### src/rtl/dma_irq_pkg.sv
package dma_irq_pkg;

    localparam int DATA_W   = 32;
    localparam int CNT_W    = 8;
    localparam int CNT_LSB  = 16;
    localparam int MASK_W   = 8;
    localparam int NIB_W    = MASK_W / 2;
    localparam int SEL_W    = 2;
    localparam int TX_ERR_POS = 1;
    localparam int RX_ERR_POS = 2;

    typedef enum logic [SEL_W-1:0] {
        SEL_TX   = 2'd0,
        SEL_RX   = 2'd1,
        SEL_MASK = 2'd2,
        SEL_PEND = 2'd3
    } reg_sel_e;

    typedef struct packed {
        logic [CNT_W-1:0] cnt;
        logic             done;
        logic             err;
    } dir_stat_t;

    function automatic logic [DATA_W-1:0] pack_stat(dir_stat_t s, int err_pos);
        logic [DATA_W-1:0] w;
        w = '0;
        w[CNT_LSB +: CNT_W] = s.cnt;
        w[0]                = s.done;
        w[err_pos]          = s.err;
        return w;
    endfunction

endpackage

### src/rtl/dma_dir_status.sv
module dma_dir_status
    import dma_irq_pkg::*;
#(
    parameter int ERR_POS = 1
) (
    input  logic      clk,
    input  logic      rst,
    input  logic      pkt_evt,
    input  logic      err_evt,
    input  logic      ack_done,
    input  logic      ack_err,
    output dir_stat_t st,
    output logic [NIB_W-1:0] nib
);

    localparam logic [CNT_W-1:0] ONE = CNT_W'(1);

    dir_stat_t st_q;
    dir_stat_t st_d;
    logic [CNT_W-1:0] cnt_dec;

    assign cnt_dec = st_q.cnt - ONE;

    always_comb begin
        st_d = st_q;
        unique case ({pkt_evt, ack_done})
            2'b10: begin
                st_d.cnt  = st_q.cnt + ONE;
                st_d.done = 1'b1;
            end
            2'b01: begin
                st_d.cnt = cnt_dec;
                if (cnt_dec == '0) begin
                    st_d.done = 1'b0;
                end
            end
            2'b11: begin
                st_d.done = 1'b1;
            end
            default: ;
        endcase
        if (err_evt) begin
            st_d.err = 1'b1;
        end else if (ack_err) begin
            st_d.err = 1'b0;
        end
    end

    always_ff @(posedge clk) begin
        if (rst) begin
            st_q <= '0;
        end else begin
            st_q <= st_d;
        end
    end

    logic [DATA_W-1:0] word;
    assign word = pack_stat(st_q, ERR_POS);
    assign st   = st_q;
    assign nib  = word[NIB_W-1:0];

endmodule

### src/rtl/dma_reg_port.sv
module dma_reg_port
    import dma_irq_pkg::*;
(
    input  logic              reg_wr,
    input  logic [SEL_W-1:0]  reg_addr,
    input  logic [DATA_W-1:0] reg_wdata,
    input  dir_stat_t         tx_st,
    input  dir_stat_t         rx_st,
    input  logic [MASK_W-1:0] mask_q,
    input  logic [MASK_W-1:0] pend,
    output logic              tx_ack_done,
    output logic              tx_ack_err,
    output logic              rx_ack_done,
    output logic              rx_ack_err,
    output logic              mask_we,
    output logic [DATA_W-1:0] reg_rdata
);

    reg_sel_e sel;
    assign sel = reg_sel_e'(reg_addr);

    logic wr_tx, wr_rx;
    assign wr_tx = reg_wr && (sel == SEL_TX);
    assign wr_rx = reg_wr && (sel == SEL_RX);

    assign tx_ack_done = wr_tx && reg_wdata[0];
    assign tx_ack_err  = wr_tx && reg_wdata[TX_ERR_POS];
    assign rx_ack_done = wr_rx && reg_wdata[0];
    assign rx_ack_err  = wr_rx && reg_wdata[RX_ERR_POS];
    assign mask_we     = reg_wr && (sel == SEL_MASK);

    always_comb begin
        reg_rdata = '0;
        unique case (sel)
            SEL_TX:   reg_rdata = pack_stat(tx_st, TX_ERR_POS);
            SEL_RX:   reg_rdata = pack_stat(rx_st, RX_ERR_POS);
            SEL_MASK: reg_rdata[MASK_W-1:0] = mask_q;
            SEL_PEND: reg_rdata[MASK_W-1:0] = pend;
            default:  reg_rdata = '0;
        endcase
    end

endmodule

### src/rtl/dma_irq_gen.sv
module dma_irq_gen
    import dma_irq_pkg::*;
(
    input  logic              clk,
    input  logic              rst,
    input  logic              mask_we,
    input  logic [MASK_W-1:0] mask_wdata,
    input  logic [NIB_W-1:0]  tx_nib,
    input  logic [NIB_W-1:0]  rx_nib,
    output logic [MASK_W-1:0] mask_q,
    output logic [MASK_W-1:0] pend,
    output logic              irq
);

    always_ff @(posedge clk) begin
        if (rst) begin
            mask_q <= '0;
        end else if (mask_we) begin
            mask_q <= mask_wdata;
        end
    end

    assign pend = mask_q & {rx_nib, tx_nib};

    always_ff @(posedge clk) begin
        if (rst) begin
            irq <= 1'b0;
        end else begin
            irq <= |pend;
        end
    end

endmodule

### src/rtl/dma_irq_agg.sv
module dma_irq_agg
    import dma_irq_pkg::*;
(
    input  logic        clk,
    input  logic        rst,
    input  logic        reg_wr,
    input  logic [1:0]  reg_addr,
    input  logic [31:0] reg_wdata,
    output logic [31:0] reg_rdata,
    input  logic        tx_pkt_done,
    input  logic        tx_underrun,
    input  logic        rx_pkt_done,
    input  logic        rx_overflow,
    output logic        irq
);

    dir_stat_t         tx_st, rx_st;
    logic [NIB_W-1:0]  tx_nib, rx_nib;
    logic [MASK_W-1:0] mask_q, pend;
    logic tx_ack_done, tx_ack_err, rx_ack_done, rx_ack_err, mask_we;

    dma_reg_port u_port (
        .reg_wr      (reg_wr),
        .reg_addr    (reg_addr),
        .reg_wdata   (reg_wdata),
        .tx_st       (tx_st),
        .rx_st       (rx_st),
        .mask_q      (mask_q),
        .pend        (pend),
        .tx_ack_done (tx_ack_done),
        .tx_ack_err  (tx_ack_err),
        .rx_ack_done (rx_ack_done),
        .rx_ack_err  (rx_ack_err),
        .mask_we     (mask_we),
        .reg_rdata   (reg_rdata)
    );

    dma_dir_status #(.ERR_POS(TX_ERR_POS)) u_tx (
        .clk      (clk),
        .rst      (rst),
        .pkt_evt  (tx_pkt_done),
        .err_evt  (tx_underrun),
        .ack_done (tx_ack_done),
        .ack_err  (tx_ack_err),
        .st       (tx_st),
        .nib      (tx_nib)
    );

    dma_dir_status #(.ERR_POS(RX_ERR_POS)) u_rx (
        .clk      (clk),
        .rst      (rst),
        .pkt_evt  (rx_pkt_done),
        .err_evt  (rx_overflow),
        .ack_done (rx_ack_done),
        .ack_err  (rx_ack_err),
        .st       (rx_st),
        .nib      (rx_nib)
    );

    dma_irq_gen u_irq (
        .clk        (clk),
        .rst        (rst),
        .mask_we    (mask_we),
        .mask_wdata (reg_wdata[MASK_W-1:0]),
        .tx_nib     (tx_nib),
        .rx_nib     (rx_nib),
        .mask_q     (mask_q),
        .pend       (pend),
        .irq        (irq)
    );

endmodule

### config.mk
export PLATFORM = sky130hd
export DESIGN_NAME = dma_irq_agg
export DESIGN_NICKNAME = d
export VERILOG_FILES = /design/src/rtl/dma_irq_pkg.sv /design/src/rtl/dma_dir_status.sv /design/src/rtl/dma_reg_port.sv /design/src/rtl/dma_irq_gen.sv /design/src/rtl/dma_irq_agg.sv
export SDC_FILE = /design/constraint.sdc
export NUM_CORES = 1
export LEC_CHECK = 0
export ABC_AREA = 1
export BUFFER_PORTS_ARGS = -buffer_cell sky130_fd_sc_hd__buf_2
export CAP_MARGIN = 40
export CORE_MARGIN = 1.5
export CORE_UTILIZATION = 45
export DETAILED_ROUTE_END_ITERATION = 7
export PLACE_DENSITY = 0.71
export SLEW_MARGIN = 10
export SYNTH_ARGS = -nofsm -noshare
export SYNTH_HDL_FRONTEND = slang
export SYNTH_HIERARCHICAL = 1
export SYNTH_SLANG_ARGS = --single-unit
### constraint.sdc
create_clock -name clk -period 2.4 [get_ports clk]
set_input_delay 0.48 -clock clk [delete_from_list [all_inputs] [get_ports clk]]
set_output_delay 0.48 -clock clk [all_outputs]
set_load 0.05 [all_outputs]
==> reports/results.tsv, run 1 <==
stage	metric	value	unit
clock_tree	clk_lat worst skew	280	ps
clock_tree	CTS Buf Count	5	
floorplan	top-level I/O count	74	
sta	setup TNS	0	ps
floorplan	Die Ht	78.2	um
finish	Layout area overhead	8.42	%
finish	commonest non-fill, non-tap cells in the layout	nand2_1 (128), inv_1 (40), buf_2 (33), dfxtp_1 (29), nand3_1 (27)	
route	WL final	5400	um
clock_tree	CTS tree	done	
clock_tree	Root Buffer	clkbuf_8	
worst_setup_path	CP max stage delay	380	ps
worst_setup_path	critical path endpoint category	flip-flop	
route	first drt pass iteration count	4	
place	dpl hpwl	4170	um
sta	period utilization	77.9	%
sta	Period minus WS final	1870	ps
floorplan	row count	27	
clock_tree	CTS sink cnt	29	
grt	total grt overflow	0	
power_and_ir_drop	Overall Power	1380	uW
grt	initial antenna violation count	0	
sta	max-slew violation count	0	
flow_run	max-cap violation count	0	
power_and_ir_drop	sw frac	36.4	%
floorplan	DIE AREA	6110	um2
worst_setup_path	crit path max fanout	9	
grt	global-route wire length before repair	9140	um
route	wire per inst	10.6	um
power_and_ir_drop	Peak VDD IR	0.214	mV
logic_synthesis	unique cell type count in the Yosys netlist	31	
route	Routed Antenna Nets	0	
logic_synthesis	Synth Cell Area	2540	um2
logic_synthesis	syn_area_per_cell	6.22	um2
sta	Max Fclk	535	MHz
floorplan	Die X	78.2	um
logic_synthesis	Cells after Synth	409	
route	DRC Markers	0	
finish	Finished Core Util	50.4	%
status	outcome	finished, final reports clean	
route	DR vias	2423	
sta	final setup fails	0	
clock_tree	setup bufs post-CTS	0	
sta	final-report hold violation count	0	
route	DR iter-0 viols	118	
sta	Worst Skew	6.84	ps
clock_tree	Longest Clk Path Bufs	2	
floorplan	Starting Density	46.5	%
floorplan	Core Area	5470	um2
logic_synthesis	#FFs+latches synth	29	
logic_synthesis	Ys Warns	6	
sta	RSZ-0062 raised after global routing	no	
worst_setup_path	family with the most delay on the worst path	buffers and inverters	
finish	most common cell after layout, fill and taps aside	nand2_1	
grt	All-Layer GR Usage	18.4	%
finish	share of layout cells above drive strength 1	23.9	%
power_and_ir_drop	sw power	504	uW
worst_setup_path	CP Data Arrival Time	2070	ps
power_and_ir_drop	P per Cell Area	502	nW/um2
worst_setup_path	Setup CP Type	input pin to flip-flop	
clock_tree	htree depth	2	
place	Place WS	234	ps
power_and_ir_drop	internal power	879	uW
hold_path	Worst Hold Class	input pin to flip-flop	
worst_setup_path	slowest stage cell, crit path	ha_1	
power_and_ir_drop	Flop pwr share	38.7	%
finish	Net count, final	491	
route	Via-to-Cell Ratio	4.74	
place	routability congestion estimate	0.850	
sta	Worst Setup Slack, final	530	ps
worst_setup_path	crit path cell chain	buf_2 > nor2_2 > nand2_1 > nor2_1 > ha_1 > inv_1 > o21ai_0 > a221oi_1	
power_and_ir_drop	share of power burned in combinational logic	28.4	%
place	I/O Buffers	33	
logic_synthesis	post-synthesis sequential area ratio	22.8	%
power_and_ir_drop	clock share of power	32.9	%
clock_tree	post_cts resized	0	
grt	number of global-route vias before repair	2174	
worst_setup_path	Buf/Inv on CP	2	
clock_tree	cts hold-fix bufs	0	
power_and_ir_drop	leakage	0.00144	uW
worst_setup_path	Worst Path Required	2600	ps
finish	Ant. Diodes	0	
clock_tree	CTS clk-pin slew, worst paths	70	ps
grt	largest net degree at the start of global routing	13	
worst_setup_path	Worst setup SP type	input pin	
[sequential cells by signal, indices dropped and copies added (netlist names)]
name,count
u_irq/irq,1
u_irq/mask_q,8
u_tx/st,8
u_tx/nib,2
u_rx/nib,2
u_rx/st,8
[cells by family (layout without fill, tap and decap cells)]
| group | after synthesis | in the layout | share of synthesized area (%) |
|---|---|---|---|
| flip-flops | 29 | 29 | 22.8 |
| XOR/XNOR | 2 | 2 | 0.689 |
| other | 3 | 20 | 0.443 |
| AO/OA/AOI/OAI | 65 | 65 | 15.2 |
| AND/OR/NAND/NOR | 208 | 208 | 36.6 |
| buffers and inverters | 90 | 103 | 18.4 |
| adder cells (fa/ha/maj) | 12 | 12 | 5.91 |
[worst register-to-register path, cell delays in order, from the launching register on]
cell and delay [ps]:
dfxtp_1 460, inv_1 120, ha_1 240, nand2_2 90
nand2_1 70, nor2_2 120, nand3_2 90, nor2_2 120
nand3_1 80, nand2_1 80, a21oi_2 50
[power groups by stage]
stage               Sequential, uW  Clock [uW]  Combinational (uW)
CTS                            535         471                 391
floorplan                      540           0                 353
detailed placement             546           0                 390
finish                         535         455                 393
global placement               545           0                 383
global route                   540         480                 438
[through the flow]
step                      instance area, um2  std cells  hold slack [ps]
after floorplan                         2610        426              461
after global placement                  2660        503              471
after detailed placement                2660        503              474
after CTS                               2760        511              394
after global routing                    2760        511              428
final                                   2760        511              406
[synth_stat cells]
master    instances  area [um2]
inv_1            40         150
buf_4            26         195
buf_6             3        33.8
nor2_1           14        52.6
nand3_2           2        20.0
or2_2             2        12.5
o41ai_1           2        17.5
nor2_2           11        68.8
conb_1            3        11.3
a21oi_2          10        87.6
nor3_1            4        20.0
inv_2            14        52.6
a21oi_1          23         115
nand4_1           1        6.26
nor2_4            3        33.8
ha_1             12         150
a221oi_1          2        17.5
o21ai_0          20         100
a31oi_1           2        12.5
nand2_1         128         480
nand2_2          15        93.8
dfxtp_1          29         581
o21ai_1           4        20.0
o31ai_1           2        15.0
buf_2             3        15.0
clkinv_1          1        3.75
clkinv_4          1        8.76
nor3b_1           1        7.51
xor2_1            2        17.5
nand3_1          27         135
clkbuf_1          2        7.51
[worst paths after layout]
| check | slack, ps | to | cells after the start | start |
|---|---|---|---|---|
| setup / recovery | 530 | u_tx/st[4] | 8 | reg_addr[0] |
| hold / removal | 410 | u_tx/nib[1] | 3 | tx_underrun |
| setup reg to reg | 750 | u_tx/nib[0] | 10 | u_tx/st[3] |
| hold reg to reg | 490 | u_irq/mask_q[3] | 2 | u_irq/mask_q[3] |
[area by class of cell]
cell class                      count  area (um2)
Clock buffer                        7        96.3
Tap cell                           72        90.1
Sequential cell                    29         581
Fill cell                         568        2720
Timing Repair Buffer               39         210
Clock inverter                      1        5.00
Multi-Input combinational cell    307        1560
Inverter                           56         215
[routing by layer]
layer / GRT usage, % / vias to the layer above / routed length [um]
li1: - / 1302 / -
met1: 21.7 / 1075 / 2520
met2: 32.5 / 40 / 2670
met3: 3.37 / 6 / 143
met4: 7.86 / 0 / 68
met5: 0 / - / 0
No activity file was read; power rests on OpenSTA's default activity.
==> run 2, diff against run 1 <==
clock period = 1.9 ns   (was 2.4 ns; I/O delays follow)
==> run 2 against run 1 <==
Effect of this change:
- sequential share of layout area decreased by 0.50 points
- combinational power increased by 32%
- via count increased by 3.9%
- non-clock buffer count increased by 9
- worst hold slack got worse by 100 ps
- power increased by 28%
- critical path depth decreased by 1
==> reports/results.tsv, run 2 (same netlist as run 1, synthesis figures left out) <==
stage	metric	value	unit	change
status	outcome	finished, final reports clean		
clock_tree	CTS sink cnt	29		unchanged
worst_setup_path	Worst Path Required	1520	ps	-1080 ps
power_and_ir_drop	Overall Power	1770	uW	+28%
floorplan	row count	27		unchanged
power_and_ir_drop	share of power burned in combinational logic	29.2	%	+0.8 points
worst_setup_path	Setup CP Type	input pin to output pin		
floorplan	Starting Density	46.5	%	unchanged
route	DR iter-0 viols	170		+44%
route	DRC Markers	0		unchanged
power_and_ir_drop	Flop pwr share	37.9	%	-0.8 points
finish	Layout area overhead	11.1	%	
finish	Ant. Diodes	0		unchanged
sta	Worst Skew	5.02	ps	-1.82 ps
grt	All-Layer GR Usage	19.1	%	+0.72 points
power_and_ir_drop	sw frac	36.7	%	+0.30 points
worst_setup_path	CP Data Arrival Time	1320	ps	-750 ps
worst_setup_path	Buf/Inv on CP	4		+2
worst_setup_path	family with the most delay on the worst path	buffers and inverters		
worst_setup_path	critical path endpoint category	output pin		
sta	Period minus WS final	1700	ps	
floorplan	top-level I/O count	74		unchanged
clock_tree	CTS Buf Count	5		unchanged
clock_tree	htree depth	2		unchanged
clock_tree	cts hold-fix bufs	0		unchanged
power_and_ir_drop	sw power	652	uW	+29%
place	placed cell areas	2720	um2	+2.5%
power_and_ir_drop	internal power	1120	uW	+28%
clock_tree	CTS tree	done		
route	first drt pass iteration count	4		unchanged
power_and_ir_drop	clock share of power	32.9	%	about the same
grt	initial antenna violation count	0		unchanged
clock_tree	setup bufs post-CTS	0		unchanged
finish	FILL cells	574		+1.1%
power_and_ir_drop	leakage	0.00148	uW	+3.2%
floorplan	DIE AREA	6110	um2	unchanged
worst_setup_path	crit path max fanout	7		-2
clock_tree	post_cts resized	0		unchanged
sta	final setup fails	0		unchanged
worst_setup_path	slowest stage cell, crit path	buf_2		
sta	final-report hold violation count	0		unchanged
floorplan	Die X	78.2	um	unchanged
finish	final std cells w/o fill	520		+1.8%
place	I/O Buffers	33		unchanged
finish	Net count, final	500		+1.8%
clock_tree	clk_lat worst skew	290	ps	about the same
sta	period utilization	89.6	%	
grt	global-route wire length before repair	9550	um	+4.5%
power_and_ir_drop	P per Cell Area	628	nW/um2	+25%
route	DR vias	2518		+3.9%
worst_setup_path	crit path cell chain	buf_2 > buf_4 > nand2_1 > clkinv_1 > nand2_1 > nand3_1 > buf_2		
worst_setup_path	CP max stage delay	210	ps	-170 ps
finish	final cell area excluding filler cells	2820	um2	+2.5%
grt	largest net degree at the start of global routing	14		+1
place	placed insts	512		+1.8%
route	WL final	5580	um	+3.3%
finish	Storage cell area	581	um2	unchanged
route	wire per inst	10.7	um	+1.5%
clock_tree	Longest Clk Path Bufs	2		unchanged
finish	commonest non-fill, non-tap cells in the layout	nand2_1 (128), inv_1 (40), buf_2 (33), dfxtp_1 (29), nand3_1 (27)		
sta	max-slew violation count	0		unchanged
hold_path	Worst Hold Class	input pin to flip-flop		
place	routability congestion estimate	0.836		-1.7%
route	Via-to-Cell Ratio	4.84		+2.1%
grt	total grt overflow	0		unchanged
flow_run	max-cap violation count	0		unchanged
route	Routed Antenna Nets	0		unchanged
place	dpl hpwl	4270	um	+2.4%
sta	Max Fclk	588	MHz	
place	Place WS	57.9	ps	-176 ps
sta	setup TNS	0	ps	unchanged
floorplan	Core Area	5470	um2	unchanged
clock_tree	CTS clk-pin slew, worst paths	60	ps	about the same
floorplan	Die Ht	78.2	um	unchanged
finish	area of the multi-input gates	1560	um2	unchanged
worst_setup_path	R2R Setup Slk	220	ps	-530 ps
finish	most common cell after layout, fill and taps aside	nand2_1		
power_and_ir_drop	Peak VDD IR	0.266	mV	+24%
grt	number of global-route vias before repair	2249		+3.4%
clock_tree	Root Buffer	clkbuf_8		
worst_setup_path	Worst setup SP type	input pin		
sta	Worst Setup Slack, final	198	ps	-332 ps
finish	share of layout cells above drive strength 1	25.4	%	+1.5 points
sta	RSZ-0062 raised after global routing	no		
[run 2: layout make-up]
type,count,share of cell area (%)
repair buffers,48,9.84
clock inverters,1,0.177
well taps,72,3.19
inverters,56,7.62
clock buffers,7,3.41
multi-input cells,307,55.2
flip-flops and latches,29,20.6
[run 2: final timing paths]
check | cells past startpoint | endpoint | start
setup reg to reg | 10 | u_tx/nib[0] | u_tx/st[2]
setup / recovery | 7 | reg_rdata[1] | reg_addr[0]
hold reg to reg | 2 | u_irq/mask_q[0] | u_irq/mask_q[0]
hold / removal | 3 | u_tx/nib[1] | tx_underrun
[run 2: power groups by stage]
stage               sequential [uW]  combinational (uW)  clock [uW]
global placement                686                 503           0
finish                          672                 519         584
floorplan                       682                 446           0
global route                    677                 578         611
detailed placement              686                 513           0
CTS                             672                 517         602
[run 2: per-layer routing]
metal / vias to the layer above / wire (um) / GRT usage (%)
met5: - / 0 / 0
met4: 0 / 176 / 10.2
met3: 16 / 193 / 3.14
met2: 59 / 2730 / 32.3
met1: 1123 / 2480 / 23.3
li1: 1320 / - / -
[run 2: worst register-to-register path, cell delays in order, from the launching register on]
cell and delay (ps):
dfxtp_1 400, inv_1 130, ha_1 260, nand2_2 100, nand2_1 70, nor2_2 130, nand3_2 100, nor2_2 140
nand3_1 80, nand2_1 80, a21oi_2 50
[run 2: metrics by stage]
stage               util [%]  hold slack (ps)
finish                  51.6              304
floorplan                  -              442
global placement        49.7              471
CTS                     51.6              301
detailed placement      49.7              475
global route            51.6              329
==> run 3, diff against run 2 <==
PLACE_DENSITY = 0.72   (was 0.71)
==> run 3 against run 2 <==
Effect of this change:
- sequential cell count stayed put
- register-to-register slack better by 20 ps
- sequential share of layout area is 0.11 points higher
- largest cell class unchanged
- largest power group unchanged
- highest routed layer unchanged
==> reports/results.tsv, run 3 (same netlist as run 1, synthesis figures left out) <==
stage	metric	value	unit	change
status	outcome	finished, final reports clean		
grt	global-route wire length before repair	9390	um	-1.7%
worst_setup_path	R2R Setup Slk	240	ps	+20 ps
sta	Max Fclk	587	MHz	about the same
sta	Period minus WS final	1700	ps	+1.47 ps
floorplan	top-level I/O count	74		unchanged
clock_tree	Longest Clk Path Bufs	2		unchanged
power_and_ir_drop	sw frac	36.5	%	-0.25 points
finish	Layout area overhead	10.5	%	
route	DR vias	2450		-2.7%
power_and_ir_drop	sw power	622	uW	-4.6%
finish	share of layout cells above drive strength 1	25.1	%	-0.39 points
clock_tree	CTS clk-pin slew, worst paths	60	ps	about the same
floorplan	Die Ht	78.2	um	unchanged
clock_tree	setup bufs post-CTS	0		unchanged
route	wire per inst	10.5	um	-2.4%
sta	final-report hold violation count	0		unchanged
clock_tree	CTS sink cnt	29		unchanged
finish	Finished Core Util	51.3	%	-0.27 points
grt	largest net degree at the start of global routing	16		+2
worst_setup_path	CP Data Arrival Time	1320	ps	about the same
worst_setup_path	Worst Path Required	1520	ps	about the same
worst_setup_path	crit path max fanout	7		unchanged
worst_setup_path	Worst setup SP type	input pin		
floorplan	Core Area	5470	um2	unchanged
place	I/O Buffers	33		unchanged
place	dpl hpwl	4250	um	-0.36%
grt	All-Layer GR Usage	19.0	%	-0.11 points
sta	RSZ-0062 raised after global routing	no		
finish	Storage cell area	581	um2	unchanged
worst_setup_path	worst r2r src	u_tx/st[2]		
worst_setup_path	FF-to-FF End	u_tx/nib[0]		
sta	max-slew violation count	0		unchanged
finish	Net count, final	500		unchanged
finish	commonest non-fill, non-tap cells in the layout	nand2_1 (128), inv_1 (40), buf_2 (33), dfxtp_1 (29), nand3_1 (27)		
clock_tree	htree depth	2		unchanged
clock_tree	cts hold-fix bufs	0		unchanged
power_and_ir_drop	P per Cell Area	607	nW/um2	-3.4%
route	Routed Antenna Nets	0		unchanged
place	placed cell areas	2720	um2	unchanged
place	Place WS	90.2	ps	+32.3 ps
floorplan	row count	27		unchanged
hold_path	Hold Path Stages	3		unchanged
sta	Worst Skew	2.93	ps	-2.09 ps
finish	most common cell after layout, fill and taps aside	nand2_1		
worst_setup_path	Register-to-Register Path Depth	10		unchanged
finish	area of the multi-input gates	1560	um2	unchanged
power_and_ir_drop	clock share of power	30.2	%	-2.7 points
grt	initial antenna violation count	0		unchanged
worst_setup_path	Setup CP Type	input pin to output pin		
floorplan	Starting Density	46.5	%	unchanged
worst_setup_path	critical path endpoint category	output pin		
finish	final cell area excluding filler cells	2810	um2	-0.53%
power_and_ir_drop	Flop pwr share	39.5	%	+1.6 points
clock_tree	post_cts resized	0		unchanged
clock_tree	clk_lat worst skew	270	ps	-20 ps
sta	period utilization	89.7	%	about the same
route	DRC Markers	0		unchanged
finish	FILL cells	562		-2.1%
hold_path	Worst Hold Class	input pin to flip-flop		
grt	total grt overflow	0		unchanged
power_and_ir_drop	Peak VDD IR	0.355	mV	+33%
clock_tree	CTS tree	done		
clock_tree	Root Buffer	clkbuf_8		
route	DR WL met2	2620	um	-4.0%
route	first drt pass iteration count	5		+1
route	WL final	5440	um	-2.5%
power_and_ir_drop	internal power	1080	uW	-3.6%
hold_path	Hold EP	u_tx/nib[1]		
sta	final setup fails	0		unchanged
clock_tree	CTS Buf Count	5		unchanged
sta	Worst Setup Slack, final	197	ps	-1.47 ps
power_and_ir_drop	share of power burned in combinational logic	30.3	%	+1.1 points
floorplan	Die X	78.2	um	unchanged
sta	setup TNS	0	ps	unchanged
route	met3 WL	199	um	+3.1%
hold_path	hold path start	tx_underrun		
place	routability congestion estimate	0.828		-0.95%
route	M1 wire length	2490	um	+0.61%
finish	Ant. Diodes	0		unchanged
route	Top Layer Used	met4		
power_and_ir_drop	leakage	0.00147	uW	-0.67%
route	Via-to-Cell Ratio	4.72		-2.5%
flow_run	max-cap violation count	0		unchanged
route	DR iter-0 viols	148		-13%
floorplan	DIE AREA	6110	um2	unchanged
grt	number of global-route vias before repair	2214		-1.6%
[run 3: cell count changes in the layout (fill, tap and decap cells not counted)]
cell and delta:
clkinv_2 -1, clkbuf_8 -1, clkbuf_1 +1
[run 3: how the worst max path moves through the flow]
stage	depth (start not counted)	start	slack, ps	end
after floorplan	8	reg_addr[0]	20	u_rx/st[4]
after global placement	8	reg_addr[1]	100	u_tx/st[4]
after global routing	7	reg_addr[0]	70	reg_rdata[1]
final	7	reg_addr[0]	200	reg_rdata[1]
after detailed placement	8	reg_addr[1]	90	u_tx/st[4]
after CTS	7	reg_addr[0]	190	reg_rdata[1]
[run 3: metal layers]
layer	global-route usage, %	vias to the layer above
met5	0	-
met4	8.57	0
met3	3.84	13
met2	32.5	56
met1	23.0	1063
li1	-	1318
[run 3: per-stage QoR]
step                cells  hold slack (ps)  total power, uW
floorplan             426              442             1130
detailed placement    512              475             1200
finish                519              318             1700
CTS                   519              309             1720
global route          519              310             1810
global placement      512              473             1190
[run 3: critical path, stage by stage]
cell      delay (ps)
buf_2            140
buf_4            150
nand2_1           60
clkinv_1         190
nand2_1          110
nand3_1           70
buf_2            210
[run 3: final cells by class]
type	instances	share of cell area (%)
multi-input cells	307	55.5
flip-flops and latches	29	20.7
repair buffers	48	9.89
inverters	56	7.66
well taps	72	3.21
clock buffers	7	3.07
[run 3: power by group through the flow]
stage	clock network (uW)	registers (uW)	logic (uW)
2_1_floorplan	0	682	446
3_3_place_gp	0	685	504
3_5_place_dp	0	685	512
4_1_cts	537	672	515
5_1_grt	556	678	572
6_report	515	672	516
